[src/rtl/mdio_mgmt_pkg.sv]
package mdio_mgmt_pkg;

    localparam int BUS_W      = 32;
    localparam int FRAME_W    = 32;
    localparam int PRE_LEN    = 32;
    localparam int TOTAL_BITS = PRE_LEN + FRAME_W;
    localparam int IDX_W      = $clog2(TOTAL_BITS);
    localparam int FIDX_W     = $clog2(FRAME_W);

    // frame field positions that the serial order depends on
    localparam int OP_MSB     = 29;
    localparam int TA_MSB     = 17;
    localparam int TURN_IDX   = TOTAL_BITS - 1 - TA_MSB;
    localparam int DATA_IDX   = TURN_IDX + 2;
    localparam int DATA_W     = 16;
    localparam logic [1:0] OP_RD = 2'b10;

    // speed register layout
    localparam int SPD_HOLD_LSB = 8;
    localparam int SPD_PRE_BIT  = 16;

    // event/busy register layout
    localparam int EVT_BIT  = 0;
    localparam int BUSY_BIT = 1;

    typedef enum logic [1:0] {
        A_FRAME = 2'd0,
        A_SPEED = 2'd1,
        A_EVENT = 2'd2,
        A_MASK  = 2'd3
    } reg_addr_e;

    typedef enum logic [2:0] {
        ST_IDLE,
        ST_PREAMBLE,
        ST_HEADER,
        ST_TURN,
        ST_DATA,
        ST_DONE
    } xfer_state_e;

endpackage

[src/rtl/mdio_clk_gen.sv]
module mdio_clk_gen #(
    parameter int DIV_W = 6
) (
    input  logic             clk,
    input  logic             rst_n,
    input  logic             run,
    input  logic [DIV_W-1:0] div,
    output logic             mdc,
    output logic             rise_tick,
    output logic             fall_tick
);

    logic [DIV_W-1:0] cnt_q;
    logic             mdc_q;
    logic             at_end;

    assign at_end = run && (cnt_q == div);

    always_ff @(posedge clk or negedge rst_n) begin
        if (!rst_n) begin
            cnt_q <= '0;
            mdc_q <= 1'b0;
        end else if (!run) begin
            cnt_q <= '0;
            mdc_q <= 1'b0;
        end else if (cnt_q == div) begin
            cnt_q <= '0;
            mdc_q <= ~mdc_q;
        end else begin
            cnt_q <= cnt_q + 1'b1;
        end
    end

    assign mdc       = mdc_q;
    assign rise_tick = at_end && !mdc_q;
    assign fall_tick = at_end &&  mdc_q;

endmodule

[src/rtl/mdio_hold_timer.sv]
module mdio_hold_timer #(
    parameter int HOLD_W = 3
) (
    input  logic              clk,
    input  logic              rst_n,
    input  logic              clear,
    input  logic              arm,
    input  logic [HOLD_W-1:0] hold,
    output logic              step
);

    logic [HOLD_W-1:0] cnt_q;
    logic              pend_q;

    assign step = pend_q && (cnt_q == '0);

    always_ff @(posedge clk or negedge rst_n) begin
        if (!rst_n) begin
            cnt_q  <= '0;
            pend_q <= 1'b0;
        end else if (clear) begin
            cnt_q  <= '0;
            pend_q <= 1'b0;
        end else if (arm) begin
            cnt_q  <= hold;
            pend_q <= 1'b1;
        end else if (step) begin
            pend_q <= 1'b0;
        end else if (pend_q) begin
            cnt_q  <= cnt_q - 1'b1;
        end
    end

endmodule

[src/rtl/mdio_frame_engine.sv]
module mdio_frame_engine
    import mdio_mgmt_pkg::*;
(
    input  logic               clk,
    input  logic               rst_n,
    input  logic               start,
    input  logic               pre_off,
    input  logic               is_read,
    input  logic [FRAME_W-1:0] frame_bits,
    input  logic               rise_tick,
    input  logic               fall_tick,
    input  logic               step,
    output logic               busy,
    output logic               run,
    output logic               arm,
    output logic               done,
    output logic               sample_en,
    output logic               mdio_o,
    output logic               mdio_oe
);

    xfer_state_e      state_q, state_d;
    logic [IDX_W-1:0] idx_q, idx_d;
    logic             last;

    function automatic xfer_state_e phase_of(input logic [IDX_W-1:0] idx);
        if (int'(idx) < PRE_LEN)       return ST_PREAMBLE;
        else if (int'(idx) < TURN_IDX) return ST_HEADER;
        else if (int'(idx) < DATA_IDX) return ST_TURN;
        else                           return ST_DATA;
    endfunction

    assign last = (idx_q == IDX_W'(TOTAL_BITS - 1));

    // next-state logic
    always_comb begin
        state_d = state_q;
        idx_d   = idx_q;
        unique case (state_q)
            ST_IDLE: begin
                if (start) begin
                    if (pre_off) begin
                        state_d = ST_HEADER;
                        idx_d   = IDX_W'(PRE_LEN);
                    end else begin
                        state_d = ST_PREAMBLE;
                        idx_d   = '0;
                    end
                end
            end
            ST_PREAMBLE, ST_HEADER, ST_TURN, ST_DATA: begin
                if (fall_tick && last) begin
                    state_d = ST_DONE;
                end else if (step) begin
                    idx_d   = idx_q + 1'b1;
                    state_d = phase_of(idx_d);
                end
            end
            ST_DONE: state_d = ST_IDLE;
            default: state_d = ST_IDLE;
        endcase
    end

    // state register
    always_ff @(posedge clk or negedge rst_n) begin
        if (!rst_n) begin
            state_q <= ST_IDLE;
            idx_q   <= '0;
        end else begin
            state_q <= state_d;
            idx_q   <= idx_d;
        end
    end

    // outputs
    always_comb begin
        logic active;
        logic released;
        logic bit_val;
        active   = 1'b0;
        released = 1'b0;
        bit_val  = frame_bits[~idx_q[FIDX_W-1:0]];
        unique case (state_q)
            ST_IDLE:     active = 1'b0;
            ST_PREAMBLE: begin active = 1'b1; bit_val = 1'b1; end
            ST_HEADER:   active = 1'b1;
            ST_TURN:     begin active = 1'b1; released = is_read; end
            ST_DATA:     begin active = 1'b1; released = is_read; end
            ST_DONE:     active = 1'b0;
            default:     active = 1'b0;
        endcase
        busy      = (state_q != ST_IDLE);
        run       = active;
        arm       = fall_tick && !last;
        done      = (state_q == ST_DONE);
        sample_en = rise_tick && is_read && (state_q == ST_DATA);
        mdio_oe   = active && !released;
        mdio_o    = mdio_oe && bit_val;
    end

endmodule

[src/rtl/mdio_mgmt_regs.sv]
module mdio_mgmt_regs
    import mdio_mgmt_pkg::*;
#(
    parameter int DIV_W  = 6,
    parameter int HOLD_W = 3
) (
    input  logic               clk,
    input  logic               rst_n,
    input  logic               bus_wr,
    input  logic [1:0]         bus_addr,
    input  logic [BUS_W-1:0]   bus_wdata,
    output logic [BUS_W-1:0]   bus_rdata,
    input  logic               busy,
    input  logic               done,
    input  logic               sample_en,
    input  logic               sample_bit,
    output logic               start,
    output logic [FRAME_W-1:0] frame_q,
    output logic [DIV_W-1:0]   div_q,
    output logic [HOLD_W-1:0]  hold_q,
    output logic               pre_off_q,
    output logic               evt_q,
    output logic               irq
);

    logic mask_q;
    logic wr_frame, wr_speed, wr_event, wr_mask;

    assign wr_frame = bus_wr && (bus_addr == A_FRAME);
    assign wr_speed = bus_wr && (bus_addr == A_SPEED);
    assign wr_event = bus_wr && (bus_addr == A_EVENT);
    assign wr_mask  = bus_wr && (bus_addr == A_MASK);

    // a frame write is taken only when it launches a transfer
    assign start = wr_frame && !busy && (div_q != '0);

    always_ff @(posedge clk or negedge rst_n) begin
        if (!rst_n) begin
            frame_q <= '0;
        end else if (start) begin
            frame_q <= bus_wdata;
        end else if (sample_en) begin
            frame_q[DATA_W-1:0] <= {frame_q[DATA_W-2:0], sample_bit};
        end
    end

    always_ff @(posedge clk or negedge rst_n) begin
        if (!rst_n) begin
            div_q     <= '0;
            hold_q    <= '0;
            pre_off_q <= 1'b0;
        end else if (wr_speed) begin
            div_q     <= bus_wdata[DIV_W-1:0];
            hold_q    <= bus_wdata[SPD_HOLD_LSB +: HOLD_W];
            pre_off_q <= bus_wdata[SPD_PRE_BIT];
        end
    end

    // completion has priority over a same-cycle clear
    always_ff @(posedge clk or negedge rst_n) begin
        if (!rst_n) begin
            evt_q <= 1'b0;
        end else if (done) begin
            evt_q <= 1'b1;
        end else if (wr_event && bus_wdata[EVT_BIT]) begin
            evt_q <= 1'b0;
        end
    end

    always_ff @(posedge clk or negedge rst_n) begin
        if (!rst_n) begin
            mask_q <= 1'b0;
        end else if (wr_mask) begin
            mask_q <= bus_wdata[0];
        end
    end

    assign irq = evt_q && mask_q;

    always_comb begin
        bus_rdata = '0;
        unique case (bus_addr)
            A_FRAME: bus_rdata = frame_q;
            A_SPEED: begin
                bus_rdata[DIV_W-1:0]               = div_q;
                bus_rdata[SPD_HOLD_LSB +: HOLD_W]  = hold_q;
                bus_rdata[SPD_PRE_BIT]             = pre_off_q;
            end
            A_EVENT: begin
                bus_rdata[EVT_BIT]  = evt_q;
                bus_rdata[BUSY_BIT] = busy;
            end
            A_MASK:  bus_rdata[0] = mask_q;
            default: bus_rdata = '0;
        endcase
    end

endmodule

[src/rtl/mdio_mgmt_master.sv]
module mdio_mgmt_master
    import mdio_mgmt_pkg::*;
#(
    parameter int DIV_W  = 6,
    parameter int HOLD_W = 3
) (
    input  logic        clk,
    input  logic        rst_n,
    input  logic        bus_wr,
    input  logic [1:0]  bus_addr,
    input  logic [31:0] bus_wdata,
    output logic [31:0] bus_rdata,
    output logic        irq,
    output logic        mdc,
    output logic        mdio_o,
    output logic        mdio_oe,
    input  logic        mdio_i
);

    logic               start, busy, run, arm, done, sample_en, step;
    logic               rise_tick, fall_tick;
    logic [FRAME_W-1:0] frame_q;
    logic [DIV_W-1:0]   div_q;
    logic [HOLD_W-1:0]  hold_q;
    logic               pre_off_q, evt_q, is_read, div_zero;

    assign is_read  = (frame_q[OP_MSB -: 2] == OP_RD);
    assign div_zero = (div_q == '0);

    mdio_mgmt_regs #(.DIV_W(DIV_W), .HOLD_W(HOLD_W)) u_regs (
        .clk        (clk),
        .rst_n      (rst_n),
        .bus_wr     (bus_wr),
        .bus_addr   (bus_addr),
        .bus_wdata  (bus_wdata),
        .bus_rdata  (bus_rdata),
        .busy       (busy),
        .done       (done),
        .sample_en  (sample_en),
        .sample_bit (mdio_i),
        .start      (start),
        .frame_q    (frame_q),
        .div_q      (div_q),
        .hold_q     (hold_q),
        .pre_off_q  (pre_off_q),
        .evt_q      (evt_q),
        .irq        (irq)
    );

    mdio_clk_gen #(.DIV_W(DIV_W)) u_clk (
        .clk       (clk),
        .rst_n     (rst_n),
        .run       (run),
        .div       (div_q),
        .mdc       (mdc),
        .rise_tick (rise_tick),
        .fall_tick (fall_tick)
    );

    mdio_hold_timer #(.HOLD_W(HOLD_W)) u_hold (
        .clk   (clk),
        .rst_n (rst_n),
        .clear (!run),
        .arm   (arm),
        .hold  (hold_q),
        .step  (step)
    );

    mdio_frame_engine u_eng (
        .clk        (clk),
        .rst_n      (rst_n),
        .start      (start),
        .pre_off    (pre_off_q),
        .is_read    (is_read),
        .frame_bits (frame_q),
        .rise_tick  (rise_tick),
        .fall_tick  (fall_tick),
        .step       (step),
        .busy       (busy),
        .run        (run),
        .arm        (arm),
        .done       (done),
        .sample_en  (sample_en),
        .mdio_o     (mdio_o),
        .mdio_oe    (mdio_oe)
    );

endmodule

[config.mk]
export PLATFORM = sky130hd
export DESIGN_NAME = mdio_mgmt_master
export DESIGN_NICKNAME = d
export VERILOG_FILES = /design/src/rtl/mdio_mgmt_pkg.sv /design/src/rtl/mdio_clk_gen.sv /design/src/rtl/mdio_hold_timer.sv /design/src/rtl/mdio_frame_engine.sv /design/src/rtl/mdio_mgmt_regs.sv /design/src/rtl/mdio_mgmt_master.sv
export SDC_FILE = /design/constraint.sdc
export NUM_CORES = 1
export LEC_CHECK = 0
export ABC_AREA = 1
export BUFFER_PORTS_ARGS = -buffer_cell sky130_fd_sc_hd__buf_2
export CAP_MARGIN = 20
export CORE_ASPECT_RATIO = 2
export CORE_MARGIN = 1.5
export CORE_UTILIZATION = 50
export CTS_BUF_LIST = sky130_fd_sc_hd__clkbuf_4 sky130_fd_sc_hd__clkbuf_8 sky130_fd_sc_hd__clkbuf_16
export CTS_CLUSTER_DIAMETER = 30
export DETAILED_ROUTE_END_ITERATION = 8
export PLACE_DENSITY = 0.79
export SYNTH_ARGS = -nofsm -noshare
export SYNTH_HDL_FRONTEND = slang
export SYNTH_SLANG_ARGS = --single-unit
[constraint.sdc]
create_clock -name clk -period 1.75 [get_ports clk]
set_clock_uncertainty 0.2 [all_clocks]
set_input_delay 0.0875 -clock clk [delete_from_list [all_inputs] [get_ports clk]]
set_output_delay 0.0875 -clock clk [all_outputs]
set_load 0.03 [all_outputs]
==> results of run 1 <==
==> synth_stat cells, drive strengths merged (4+ instances only) <==
library cell / instances
xor2: 5
o22ai: 8
nor2: 48
inv: 85
buf: 7
nand3: 31
ha: 4
o211ai: 7
a21oi: 13
nand2: 160
o21ai: 71
clkbuf: 11
dfrtp: 64
nand4: 4
==> through the flow <==
step                      setup TNS (ps)  worst slack, ps
after CTS                          -3167           -367.8
after floorplan                        0           0.2032
after global placement             -1332           -142.7
after detailed placement           -2806           -222.0
==> kinds of logic after synthesis <==
family | Yosys count
AND/OR/NAND/NOR | 248
buffers and inverters | 105
XOR/XNOR | 7
flip-flops | 64
AO/OA/AOI/OAI | 103
adder cells (fa/ha/maj) | 4
==> routing by layer <==
| metal | GRT usage | GRT overflow |
|---|---|---|
| met5 | 0.01316 | 0 |
| met4 | 0.6358 | 2 |
| met3 | 0.3697 | 0 |
| met2 | 0.8187 | 2 |
| met1 | 0.5786 | 0 |
==> repair_timing <==
| item | 4_1_cts |
|---|---|
| pin swaps | 34 |
| setup endpoints to repair | 31 |
| setup buffers | 28 |
| gates cloned | 5 |
| hold buffers | 37 |
| resized for setup | 109 |
| endpoints found under the hold margin | 108 |
==> results.ini, run 1 <==
[placement]
numPortBuffers = 73
dpl.hpwl_um = 8082
dpl.cell_count = 724
gp_congestion = 0.8837
place_area_um2 = 4653

[status]
tool.error = [ERROR GRT-0232] Routing congestion too high. Check the congestion heatmap in the GUI.
lastStage = global routing (5_1_grt)
status = aborted with a tool error

[die]
start_util = 0.5200
dieWidth_um = 64.71
ios = 74
die_y_um = 126.4
rows = 44

[synth]
synth_compound_area_frac = 0.1535
synth_top_area_cell = dfrtp_1
synth.distinct_cells = 37
ys_async_sr_fraction = 1.000
synth-simple-area-share = 0.2869
synth_fa_ha_area_frac = 0.01314
synth-main-ff-cell = dfrtp_1
synth-seq-cells = 64
synth_top_family_by_area = simple AND/OR/NAND/NOR gates
synth_top_area_frac = 0.4206
synth_cells = 531
synth.area.mux_share = 0
yosysSeqAreaShare = 0.4206
synth_xor_area_frac = 0.01610
synth_area_leaders = dfrtp_1, nand2_1, o21ai_0, inv_1, nor2_1
syn-num-nets = 573
syn_area_per_cell_um2 = 7.170
netlist_area_um2 = 3807
synth_edf_count = 0
yosys_warnings = 0

[clocking]
cts.sinks = 64
root_buffer = clkbuf_16
cts_buffer_depth = 2
h-tree-depth = 3
cts_made_buffers = 9

[global_routing]
gr-total-overflow = 4
grt_start_max_net_pins = 45
grtUsageTotal = 0.6007

[sta]
worstEndpointType = primary output
worstEndpointGrtRepair = mdio_o

==> run 2, diff against run 1 <==
--- a/config.mk
+++ b/config.mk
@@ -8,13 +8,10 @@
 export ABC_AREA = 1
 export BUFFER_PORTS_ARGS = -buffer_cell sky130_fd_sc_hd__buf_2
 export CAP_MARGIN = 20
-export CORE_ASPECT_RATIO = 2
 export CORE_MARGIN = 1.5
-export CORE_UTILIZATION = 50
-export CTS_BUF_LIST = sky130_fd_sc_hd__clkbuf_4 sky130_fd_sc_hd__clkbuf_8 sky130_fd_sc_hd__clkbuf_16
-export CTS_CLUSTER_DIAMETER = 30
+export CORE_UTILIZATION = 36
 export DETAILED_ROUTE_END_ITERATION = 8
-export PLACE_DENSITY = 0.79
+export PLACE_DENSITY_LB_ADDON = 0.15
 export SYNTH_ARGS = -nofsm -noshare
 export SYNTH_HDL_FRONTEND = slang
 export SYNTH_SLANG_ARGS = --single-unit
==> constraint.sdc (replaced) <==
create_clock -name clk -period 2.3 [get_ports clk]
set_clock_uncertainty 0.2 [all_clocks]
set_input_delay 0.115 -clock clk [delete_from_list [all_inputs] [get_ports clk]]
set_output_delay 0.115 -clock clk [all_outputs]
set_load 0.03 [all_outputs]
==> results.ini, run 2 <==
[synth]
synth_top_area_frac = 0.4206  ; unchanged
synth_area_leaders = dfrtp_1, nand2_1, o21ai_0, inv_1, nor2_1
syn-num-nets = 573  ; unchanged
synth-seq-cells = 64  ; unchanged
synth_most_common_cell = nand2_1
synth.distinct_cells = 37  ; unchanged
yosysSeqAreaShare = 0.4206  ; unchanged
ys_async_sr_fraction = 1.000  ; unchanged
netlist_area_um2 = 3807  ; unchanged
synth_top_area_cell = dfrtp_1
netlist_top_cells_count = nand2_1, inv_1, dfrtp_1
syn_area_per_cell_um2 = 7.170  ; unchanged
synth_edf_count = 0  ; unchanged
synth-main-ff-cell = dfrtp_1
yosys_warnings = 0  ; unchanged
synth_cells = 531  ; unchanged

[sta]
min_period_ps = 2202
fmax_ghz = 0.4542
final-hold-violation-count = 0
drv_slew = 0
max-slew-margin-rel = 0.5875
setup-tns-final_ps = 0
worstMarginPinSlew_ps = 617.3
period_share = 0.9573
setup_viol = 0
setup_ws_ps = 98.22
rsz0062_at_grt = true

[detailed_routing]
drc = 0
viasPerCell = 4.739
drt_iter0_drc = 182
first_pass_iters = 5
drt-total-wl_um = 10540
vias = 3739
postRouteAntennaNets = 0
wl_per_cell_um = 13.35

[pwr]
power.share.clock = 0.192
seqPwrFrac = 0.343
p_leak_nw = 2.539
vdd_drop_max_mv = 0.4466
switching_share = 0.4417
power_w = 0.005243
p_per_area_nw_per_um2 = 1045
intPower_w = 0.002927
p_sw_w = 0.002316
p_comb_frac = 0.466

[finish]
regMostFlops = u_regs.frame_q
fin_nets = 690
final_cell_mix = nand2_1, inv_1, buf_2
seqCellArea_um2 = 1604
multi_input_area_um2 = 1810
fill_cells = 1083
design_area_um2 = 5016
final_common_cell = nand2_1
drive_gt1_frac = 0.2312
syn_to_final_growth_pct = 31.74
largest_register_ffs = 32
antenna_cells = 0

[clocking]
cts_buffer_depth = 2  ; unchanged
cts.sinks = 64  ; unchanged
clk_latency_ps = 350
cts.reportedPaths.clkPinSlew_ps = 70
cts_made_buffers = 9  ; unchanged
root_buffer = clkbuf_8
h-tree-depth = 3  ; unchanged
cts_tree = built

[placement]
dpl_worst_slack_ps = 199.8  ; +421.8 ps
gp_congestion = 0.8615  ; -2.5%
dpl.hpwl_um = 7497  ; -7.2%
place_area_um2 = 4357  ; -6.4%
numPortBuffers = 73  ; unchanged

[die]
dieWidth_um = 105.8  ; +64%
rows = 37  ; -16%
die_y_um = 105.8  ; -16%
dieArea_um2 = 11200
start_util = 0.3705  ; -0.1495
ios = 74  ; unchanged
fp.coreArea_um2 = 10280

[run]
drv_cap = 0

[critical_path]
crit_type = flop to output pin
critPathArrivalTime_ps = 1890
cp-end-kind = output pin
start_kind = flop
cp.required_ps = 1990
cp_max_fo = 7

[global_routing]
grt_pass1_wl_um = 17390
grt_pass1_vias = 3537
gr-total-overflow = 0
grtUsageTotal = 0.1982
grt_start_max_net_pins = 40
antenna_found_initial = 0

[min_path]
hold_path.class = input pin to async pin

[status]
status = finished clean

-- run 2: cell counts after synthesis --
No cell type changed its count.
-- run 2: power by group through the flow --
stage               registers [W]  logic, W  clock network [W]
floorplan                 0.00172   0.00171                  0
global placement          0.00181   0.00226                  0
detailed placement        0.00181   0.00227                  0
CTS                       0.00179   0.00233            0.00103
global route              0.00185   0.00275            0.00107
finish                    0.00180   0.00244            0.00100
-- run 2: logic make-up after synthesis --
kind of cell / synth area share
flops: 0.4206
fa+ha+maj: 0.01315
buf+inv: 0.1098
simple gates: 0.2869
compound gates: 0.1535
xor+xnor: 0.01610
-- run 2: repair_timing --
item,in CTS,in global routing
endpoints found under the hold margin,68,0
pin swaps,0,5
setup endpoints to repair,1,1
hold buffers,38,0
buffers inserted,0,4
resized for setup,1,20
-- run 2: critical path, stage by stage, from the launching register on --
cell,delay (ps)
dfrtp_2,450
clkinvlp_4,220
a21oi_2,180
o21ai_2,70
nand3_1,70
nand3_1,80
nand2_1,100
nand2_1,60
nand3_1,70
nand2_1,70
inv_2,60
buf_6,120
-- run 2: final timing paths --
path / from / end / slack, ps / cells past startpoint
worst min register to register: u_hold.cnt_q[1] / u_hold.cnt_q[1] / 280 / 2
worst max-delay path: u_eng.idx_q[0] / mdio_o / 100 / 11
worst max register to register: u_eng.idx_q[0] / u_eng.idx_q[3] / 210 / 9
min in group clk: bus_addr[1] / u_regs.frame_q[16] / 130 / 6
max in group asynchronous: rst_n / u_eng.idx_q[0] / 1120 / 3
worst min-delay path: rst_n / u_clk.cnt_q[2] / 110 / 2
-- run 2: layout make-up --
type / instances / area share
Sequential cell: 64 / 0.3198
Timing Repair Buffer: 124 / 0.1798
Clock buffer: 13 / 0.03168
Multi-Input combinational cell: 362 / 0.3609
Clock inverter: 3 / 0.007982
Tap cell: 136 / 0.03392
Inverter: 87 / 0.06585
-- run 2: through the flow --
step	instances	hold WS [ps]	util
final	789	106.4	0.4881
after global routing	789	172.0	0.4881
after CTS	785	116.5	0.4804
after detailed placement	731	-28.76	0.4239
after global placement	731	-28.73	0.4239
after floorplan	531	-380.6	-
-- run 2: per-layer routing --
metal | wire length, µm | GRT usage | up-vias
li1 | - | - | 1908
met1 | 5017 | 0.2710 | 1726
met2 | 4929 | 0.3154 | 92
met3 | 397 | 0.02721 | 13
met4 | 192 | 0.08108 | 0
met5 | 0 | 0 | -
No activity file was read; power rests on OpenSTA's default activity.
